--- config.mk ---
export PLATFORM = sky130hd
export DESIGN_NAME = bank_addr_resolver
export DESIGN_NICKNAME = d
export VERILOG_FILES = /design/src/rtl/bank_addr_pkg.sv /design/src/rtl/bank_addr_ctrl.sv /design/src/rtl/bank_addr_dp.sv /design/src/rtl/bank_addr_resolver.sv
export SDC_FILE = /design/constraint.sdc
export NUM_CORES = 1
export LEC_CHECK = 0
export CORE_MARGIN = 5
export CORE_UTILIZATION = 35
export CTS_CLUSTER_SIZE = 25
export DETAILED_ROUTE_END_ITERATION = 16
export GPL_TIMING_DRIVEN = 0
export PLACE_DENSITY = 0.78
export SLEW_MARGIN = 25
export SYNTH_ARGS = -nofsm -noshare
export SYNTH_HDL_FRONTEND = slang
export SYNTH_HIERARCHICAL = 1
export SYNTH_SLANG_ARGS = --single-unit
--- constraint.sdc ---
create_clock -name clk -period 9.3 [get_ports clk]
set_input_delay 2.325 -clock clk [delete_from_list [all_inputs] [get_ports clk]]
set_output_delay 2.325 -clock clk [all_outputs]
set_load 0.01 [all_outputs]
--- src/rtl/bank_addr_pkg.sv ---
package bank_addr_pkg;

  // Strobes from control to datapath
  typedef struct packed {
    logic useInd;   // take offset and bank from the pointer
    logic nullAcc;  // indirect access to the pointer-only slot
    logic ptrWe;    // load pointer this edge
  } addrCtrl_t;

  // Fixed slots in the shared lower half of bank 0
  localparam int unsigned SLOT_TIMER  = 1;
  localparam int unsigned SLOT_PC     = 2;
  localparam int unsigned SLOT_STATUS = 3;
  localparam int unsigned SLOT_PTR    = 4;
  localparam int unsigned SLOT_PORTA  = 5;
  localparam int unsigned SLOT_PORTB  = 6;
  localparam int unsigned SLOT_PORTC  = 7;
  localparam int unsigned SLOT_RAM0   = 8;

endpackage

--- src/rtl/bank_addr_ctrl.sv ---
module bank_addr_ctrl
  import bank_addr_pkg::*;
#(
  parameter int unsigned OFS_W = 5
) (
  input  logic [OFS_W-1:0] regField,
  input  logic [OFS_W-1:0] ptrOfs,
  input  logic             accValid,
  input  logic             accWrite,
  output addrCtrl_t        ctrl
);

  logic             indirect;
  logic [OFS_W-1:0] effOfs;
  logic             hitsPtr;

  always_comb begin
    indirect = (regField == '0);
    effOfs   = indirect ? ptrOfs : regField;
    // The pointer slot sits in the folded half, so the bank does not matter
    hitsPtr  = (effOfs == OFS_W'(SLOT_PTR));
    ctrl.useInd  = indirect;
    ctrl.nullAcc = indirect && (ptrOfs == '0);
    ctrl.ptrWe   = accValid && accWrite && hitsPtr;
  end

endmodule

--- src/rtl/bank_addr_dp.sv ---
module bank_addr_dp
  import bank_addr_pkg::*;
#(
  parameter int unsigned OFS_W      = 5,
  parameter int unsigned BANK_W     = 2,
  parameter int unsigned DATA_W     = 8,
  parameter bit          HAS_PORT_C = 1'b1,
  localparam int unsigned ADDR_W    = OFS_W + BANK_W
) (
  input  logic              clk,
  input  logic              rstN,
  input  addrCtrl_t         ctrl,
  input  logic [OFS_W-1:0]  regField,
  input  logic [ADDR_W-1:0] wrData,
  output logic [OFS_W-1:0]  ptrOfs,
  output logic [ADDR_W-1:0] physAddr,
  output logic              selTimer,
  output logic              selPc,
  output logic              selStatus,
  output logic              selPtr,
  output logic              selPortA,
  output logic              selPortB,
  output logic              selPortC,
  output logic              selRam,
  output logic [DATA_W-1:0] ptrRdData
);

  localparam int unsigned PAD_W = DATA_W - ADDR_W;

  logic [ADDR_W-1:0] ptrReg;
  logic [OFS_W-1:0]  effOfs;
  logic [BANK_W-1:0] effBank;
  logic              ramHalf;

  // Pointer storage
  always_ff @(posedge clk or negedge rstN) begin
    if (!rstN)           ptrReg <= '0;
    else if (ctrl.ptrWe) ptrReg <= wrData;
  end

  assign ptrOfs    = ptrReg[OFS_W-1:0];
  assign ptrRdData = {{PAD_W{1'b1}}, ptrReg};

  // Address formation: the upper half of an offset keeps its bank
  always_comb begin
    effOfs   = ctrl.useInd ? ptrReg[OFS_W-1:0] : regField;
    effBank  = ctrl.useInd ? ptrReg[ADDR_W-1:OFS_W] : '0;
    ramHalf  = effOfs[OFS_W-1];
    physAddr = ramHalf ? {effBank, effOfs} : {{BANK_W{1'b0}}, effOfs};
  end

  // Target decode
  logic portCRam;
  generate
    if (HAS_PORT_C) begin : g_portc
      assign selPortC = (physAddr == ADDR_W'(SLOT_PORTC));
      assign portCRam = 1'b0;
    end else begin : g_no_portc
      assign selPortC = 1'b0;
      assign portCRam = (physAddr == ADDR_W'(SLOT_PORTC));
    end
  endgenerate

  assign selTimer  = (physAddr == ADDR_W'(SLOT_TIMER));
  assign selPc     = (physAddr == ADDR_W'(SLOT_PC));
  assign selStatus = (physAddr == ADDR_W'(SLOT_STATUS));
  assign selPtr    = (physAddr == ADDR_W'(SLOT_PTR));
  assign selPortA  = (physAddr == ADDR_W'(SLOT_PORTA));
  assign selPortB  = (physAddr == ADDR_W'(SLOT_PORTB));
  assign selRam    = (physAddr >= ADDR_W'(SLOT_RAM0)) || portCRam;

  // ---------------- assertions ----------------
  assert_one_target_R5: assert property (@(posedge clk) disable iff (!rstN)
    $onehot0({ctrl.nullAcc, selTimer, selPc, selStatus, selPtr,
              selPortA, selPortB, selPortC, selRam}));

  assert_null_addr_R6: assert property (@(posedge clk) disable iff (!rstN)
    ctrl.nullAcc |-> (physAddr == '0));

  assert_direct_bank0_R1: assert property (@(posedge clk) disable iff (!rstN)
    (regField != '0) |-> (physAddr[ADDR_W-1:OFS_W] == '0));

  assert_fold_low_R3: assert property (@(posedge clk) disable iff (!rstN)
    (ctrl.useInd && !ptrOfs[OFS_W-1]) |-> (physAddr[ADDR_W-1:OFS_W-1] == '0));

  assert_ptr_hold_R10: assert property (@(posedge clk) disable iff (!rstN)
    !ctrl.ptrWe |=> $stable(ptrRdData));

  assert_ptr_load_R7: assert property (@(posedge clk) disable iff (!rstN)
    ctrl.ptrWe |=> (ptrRdData[ADDR_W-1:0] == $past(wrData)));

  assert_null_no_write_R6: assert property (@(posedge clk) disable iff (!rstN)
    ctrl.nullAcc |-> !ctrl.ptrWe);

endmodule

--- src/rtl/bank_addr_resolver.sv ---
module bank_addr_resolver
  import bank_addr_pkg::*;
#(
  parameter int unsigned OFS_W      = 5,
  parameter int unsigned BANK_W     = 2,
  parameter int unsigned DATA_W     = 8,
  parameter bit          HAS_PORT_C = 1'b1,
  localparam int unsigned ADDR_W    = OFS_W + BANK_W
) (
  input  logic              clk,
  input  logic              rstN,
  input  logic [OFS_W-1:0]  regField,
  input  logic              accValid,
  input  logic              accWrite,
  input  logic [ADDR_W-1:0] wrData,
  output logic [ADDR_W-1:0] physAddr,
  output logic              selTimer,
  output logic              selPc,
  output logic              selStatus,
  output logic              selPtr,
  output logic              selPortA,
  output logic              selPortB,
  output logic              selPortC,
  output logic              selRam,
  output logic              nullAcc,
  output logic [DATA_W-1:0] ptrRdData
);

  addrCtrl_t        ctrl;
  logic [OFS_W-1:0] ptrOfs;

  bank_addr_ctrl #(.OFS_W(OFS_W)) ctrl_i (
    .regField (regField),
    .ptrOfs   (ptrOfs),
    .accValid (accValid),
    .accWrite (accWrite),
    .ctrl     (ctrl)
  );

  bank_addr_dp #(
    .OFS_W(OFS_W), .BANK_W(BANK_W), .DATA_W(DATA_W), .HAS_PORT_C(HAS_PORT_C)
  ) dp_i (
    .clk       (clk),
    .rstN      (rstN),
    .ctrl      (ctrl),
    .regField  (regField),
    .wrData    (wrData),
    .ptrOfs    (ptrOfs),
    .physAddr  (physAddr),
    .selTimer  (selTimer),
    .selPc     (selPc),
    .selStatus (selStatus),
    .selPtr    (selPtr),
    .selPortA  (selPortA),
    .selPortB  (selPortB),
    .selPortC  (selPortC),
    .selRam    (selRam),
    .ptrRdData (ptrRdData)
  );

  assign nullAcc = ctrl.nullAcc;

endmodule

=== After elaboration in Yosys (flattened, before gate mapping) ===
Index checks and enable logic that the tools add are counted.

* Order comparisons: 1
* Equal/unequal tests: 8
* Multiplexer cells: 3
* Reduce and logical (&&, ||, !) cells: 5

{| class="wikitable"
|+ Operator list
! cell !! count
|-
| $eq 7x3->1 const B || 4
|-
| $eq 7x2->1 const B || 2
|-
| $logic_not 5->1 || 2
|-
| $eq 7x1->1 const B || 1
|-
| $ge 7x4->1 const B || 1
|-
| $mux 7 || 1
|-
| $eq 5x3->1 const B || 1
|-
| $mux 5 || 1
|-
| $logic_and 1x1->1 || 3
|-
| $mux 2 || 1
|}

* Register bits: 7
* Input port bits: 16
* Word-level logic and storage cells: 18

=== Depth between registers and ports, before layout ===
Gate-level depths: netlist of the first run.

* Depth in word-level cells: 4
* Mapped depth: 7
* Mapped depth without buffers: 4

=== Cells and area by module ===
Netlist of the first run, hierarchy kept.

{| class="wikitable"
|+ By module, submodules not included
! module !! instances !! cells an instance !! area an instance (µm²) !! sequential area each (µm²)
|-
| bank_addr_dp || 1 || 51 || 549.3 || 175.2
|-
| bank_addr_ctrl || 1 || 8 || 71.3 || 0.0
|}

=== Worst setup path before layout of the first run ===
No wires, ideal clock.

* Path type: input -> output
* From: input port regField[0]
* To: output port selStatus
* Arrival: 3950 ps
* Data required time: 6975 ps
* Setup slack: 3025 ps
* Stages on the path: 6
* Path buffers: 2
* Cells stage by stage: or4_4 > nor2_1 > buf_4 > buf_6 > or4b_1 > a22oi_1

* Cells in the longest elaborated chain, start to end: 4
* Elaborated cells between the ends (all ways): 5

{| class="wikitable"
|+ RTL lines
! item !! RTL line !! text
|-
| start: declaration || bank_addr_resolver.sv:12 || <nowiki>input logic [OFS_W-1:0] regField,</nowiki>
|-
| $logic_not 5->1 (*) || bank_addr_ctrl.sv:18 || <nowiki>indirect = (regField == '0);</nowiki>
|-
| via ctrl_i.indirect || bank_addr_ctrl.sv:13 || <nowiki>logic indirect;</nowiki>
|-
| $mux 5 / $mux 2 (equally long branches) || bank_addr_dp.sv:46, bank_addr_dp.sv:47 ||
|-
| $mux 7 (*) || bank_addr_dp.sv:49 || <nowiki>physAddr = ramHalf ? {effBank, effOfs} : {{BANK_W{1'b0}}, effOfs};</nowiki>
|-
| $eq 7x2->1 (*) || bank_addr_dp.sv:66 || <nowiki>assign selStatus = (physAddr == ADDR_W'(SLOT_STATUS));</nowiki>
|-
| end: declaration || bank_addr_resolver.sv:19 || <nowiki>output logic selStatus,</nowiki>
|}

Mark *: on every way through the listed nets, which the timed path passes. The rest lies on a longest branch.

=== Worst setup path in the final report of the first run ===
* From: input port regField[0]
* To: output port selTimer

* Cells in the longest elaborated chain, start to end: 4
* Elaborated cells between the ends (all ways): 5

{| class="wikitable"
|+ RTL lines
! item !! RTL line !! text
|-
| $logic_not 5->1 (*) || bank_addr_ctrl.sv:18 ||
|-
| via ctrl_i.indirect || bank_addr_ctrl.sv:13 ||
|-
| $mux 5 / $mux 2 (equally long branches) || bank_addr_dp.sv:46, bank_addr_dp.sv:47 ||
|-
| $mux 7 (*) || bank_addr_dp.sv:49 ||
|-
| $eq 7x1->1 (*) || bank_addr_dp.sv:64 || <nowiki>assign selTimer = (physAddr == ADDR_W'(SLOT_TIMER));</nowiki>
|-
| end: declaration || bank_addr_resolver.sv:17 || <nowiki>output logic selTimer,</nowiki>
|}

Marks and branches as above.

==> results of run 1 <==
[per-stage QoR]
stage | hold WS (ns) | instance area (um^2) | std cells | total power [W]
after floorplan | 0.5645 | 620.6 | 59 | 0.00005960
after global placement | 0.5170 | 1032 | 122 | 0.00008212
after detailed placement | 0.5169 | 1032 | 122 | 0.00008292
after CTS | 0.5332 | 1059 | 126 | 0.0001118
after global routing | 0.5718 | 1059 | 126 | 0.0001185
final | 0.5321 | 1059 | 126 | 0.0001099
[placed cells by master, fill, tap and decap left out, types with 2 or more instances in the layout]
cell type	synthesis	layout
a21oi_1	2	2
a22oi_1	6	6
and3_1	2	2
buf_4	7	7
clkbuf_1	2	3
clkbuf_4	0	3
clkdlybuf4s50_1	0	38
dfrtp_1	7	7
mux2_2	12	12
nand3b_1	3	3
nor2_1	2	2
or3b_2	2	2
[routing by layer]
| layer | wire length, um | part of all wire (%) | vias up |
|---|---|---|---|
| li1 | - | - | 306 |
| met1 | 724 | 43 | 286 |
| met2 | 757 | 45 | 31 |
| met3 | 200 | 12 | 2 |
| met4 | 17 | 1.0 | 0 |
| met5 | 0 | 0 | - |
[power by group through the flow]
| stage | Sequential (W) | Combinational [W] | Clock [W] |
|---|---|---|---|
| after global routing | 0.0000420 | 0.0000450 | 0.0000315 |
| after CTS | 0.0000407 | 0.0000420 | 0.0000291 |
| after floorplan | 0.0000401 | 0.0000195 | 0 |
| after global placement | 0.0000409 | 0.0000412 | 0 |
| after detailed placement | 0.0000411 | 0.0000418 | 0 |
| final | 0.0000408 | 0.0000416 | 0.0000275 |
[how the worst max path moves through the flow]
stage,depth (start not counted),startpoint,to
2_1_floorplan,6,regField[0],selStatus
3_3_place_gp,9,regField[0],selPc
3_5_place_dp,8,regField[0],selTimer
4_1_cts,8,regField[0],selTimer
5_1_grt,9,regField[0],selTimer
6_report,8,regField[0],selTimer
[logic make-up (layout without fill, tap and decap cells)]
kind of cell,after synthesis,count (layout),share of synthesized area [%]
flip-flops,7,7,28.23
buffers and inverters,10,52,11.49
AND/OR/NAND/NOR,20,20,27.01
AO/OA/AOI/OAI,9,9,10.89
other,1,1,0.6043
multiplexers,12,12,21.77
[area by class of cell]
class	count	area, um^2	area share, %
plain buffers	10	71.32	6.738
clock buffers	4	26.28	2.482
multi-input cells	42	374.1	35.34
flip-flops and latches	7	175.2	16.55
well taps	25	31.28	2.955
repair buffers	38	380.4	35.93
[critical path, delay by kind of cell]
family                 cells  cell delay (ns)
AND/OR/NAND/NOR            3             1.21
buffers and inverters      4             1.28
AO/OA/AOI/OAI              1             0.22
==> run_results.csv, run 1 <==
group,metric,value,unit
setup_path,cpMostUsedCell,"clkdlybuf4s50_1",
die,ios,40,
cells_and_area,top_register,"dp_i/ptrReg",
clocking,h-tree-depth,1,
detailed_routing,detail_route.wl_per_cell,13.48,um
detailed_routing,vias_per_cell,4.960,
setup_path,startpoint_type,"input pin",
timing,setup_tns,0,ns
timing,final_hold_viol_count,0,
cells_and_area,fillers,145,
synth,synth-seq-area-share,28.23,%
setup_path,reg2reg_slack,7.31,ns
cells_and_area,antenna_cells,0,
clocking,cts-resized-gates,0,
synth,yosysWarnings,6,
min_path,min-delay-start,"dp_i/ptrReg[5]",
placement,gp_congestion,0.7350,
synth,synthMostInstantiatedCell,"mux2_2",
setup_path,r2r-start,"dp_i/ptrReg[0]",
placement,dp_hpwl,1365,um
min_path,hold_class,"flop to flop",
synth,synth_edf_count,0,
clocking,holdBufCountCts,0,
cells_and_area,drive_gt1_share,29.70,%
setup_path,required,6.98,ns
run,cap_violations,0,
setup_path,worstSetupEndpointType,"primary output",
synth,netlist.area_leader.share,28.23,%
global_routing,antenna_found_initial,0,
synth,syn_nets,75,
setup_path,criticalPathCategory,"input pin to primary output",
clocking,root_buffer,"clkbuf_4",
global_routing,grt_max_degree,11,
cells_and_area,area_growth,70.57,%
timing,skew,0.001995,ns
global_routing,grt_usage,14.68,%
die,die_w,52.11,um
power_and_ir_drop,powerDensity,103.8,nW/um^2
die,die_h,52.11,um
min_path,worstHoldEndpoint,"dp_i/ptrReg[5]",
clocking,cts_buffer_depth,2,
global_routing,top_usage_layer,"met2",
detailed_routing,vias,625,
power_and_ir_drop,power.leakage,0.4126,nW
synth,synth_common_cells,"12 x mux2_2, 7 x buf_4, 7 x dfrtp_1, 6 x a22oi_1, 3 x nand3b_1",
detailed_routing,drt_iter0_drc,9,
die,num_rows,15,
timing,finalCriticalPeriod,7.369,ns
power_and_ir_drop,power.internal,0.00007866,W
clocking,worst_skew_pair.late_latency,0.25,ns
global_routing,use_met2,23.01,%
detailed_routing,wl,1699,um
global_routing,grt_pass1_wl,3001,um
power_and_ir_drop,p_sw,0.00003122,W
setup_path,r2r-end,"dp_i/ptrReg[1]",
timing,fmax,135.7,MHz
timing,rsz0062_at_grt,"no",
die,dieArea,2715,um^2
global_routing,gr-usage-met1,16.46,%
cells_and_area,largestRegisters,"dp_i/ptrReg: 7 flops",
global_routing,met3_usage,7.450,%
detailed_routing,dr.pass1.iters,4,
min_path,holdPathStages,1,
run_status,status,"complete, no violations",
detailed_routing,drc,0,
power_and_ir_drop,p_seq_share,37.1,%
global_routing,grt.overflow.total,0,
die,core,1708,um^2
synth,synth_top_cell_by_area,"dfrtp_1",
synth,ys_seq_elements,7,
synth,syn_avg_cell_area,10.52,um^2
synth,syn_inst,59,
clocking,path_clk_slew,0.05,ns
power_and_ir_drop,worst_ir_drop_vdd,0.08554,mV
power_and_ir_drop,p_clk_share,25.0,%
cells_and_area,largest_reg_flops,7,
setup_path,crit_chain,"clkdlybuf4s50_1, or4_4, nor2_1, buf_4, buf_6, or4b_1, a22oi_1, clkdlybuf4s50_1",
cells_and_area,nets,118,
cells_and_area,finalCoreUtilization,61.98,%
power_and_ir_drop,sw_frac_of_total,28.41,%
synth,synth.distinct_cells,24,
clocking,cts-buffers-inserted,3,
die,start_util,36.34,%
synth,synth.area.top_cells,"dfrtp_1 28%, mux2_2 22%, buf_4 8.5%",
placement,pre_cts_slack,1.904,ns
synth,async_flop_share,100.0,%
global_routing,grt_pass1_vias,635,
clocking,cts_sinks,7,
detailed_routing,antenna_left,0,
synth,synth_ff_type,"dfrtp_1",
timing,setup_ws,1.931,ns
timing,maxSlewViolCount,0,
power_and_ir_drop,comb_power_share,37.9,%
setup_path,cp_slowest_cell,"or4_4",
clocking,post-cts-setup-buffers,0,
timing,setup_viol_count_final,0,
timing,period_share,79.24,%
setup_path,critPathMaxStageDelay,0.60,ns
synth,synthesis.area,620.6,um^2
setup_path,crit_arrival,5.04,ns
placement,port-buffer-count,38,
clocking,cts_tree,"built",
setup_path,critPathMaxFanout,10,
setup_path,reg2regPathDepth,5,
(Power assumes the default switching activity.)
==> inputs of run 2 (changes only) <==
==> constraint.sdc (replaced) <==
create_clock -name clk -period 7.7 [get_ports clk]
set_input_delay 1.925 -clock clk [delete_from_list [all_inputs] [get_ports clk]]
set_output_delay 1.925 -clock clk [all_outputs]
set_load 0.01 [all_outputs]
==> results of run 2 <==
Same layout as run 1 (identical final DEF). Status: complete, no violations.
Main changes from that run: setup slack after placement 1.904 ns -> 1.104 ns; setup slack after layout 1.931 ns -> 1.131 ns; register-to-register setup slack 7.31 ns -> 5.71 ns; total power 0.0001099 W -> 0.0001327 W; worst IR drop on VDD 0.08554 mV -> 0.1033 mV
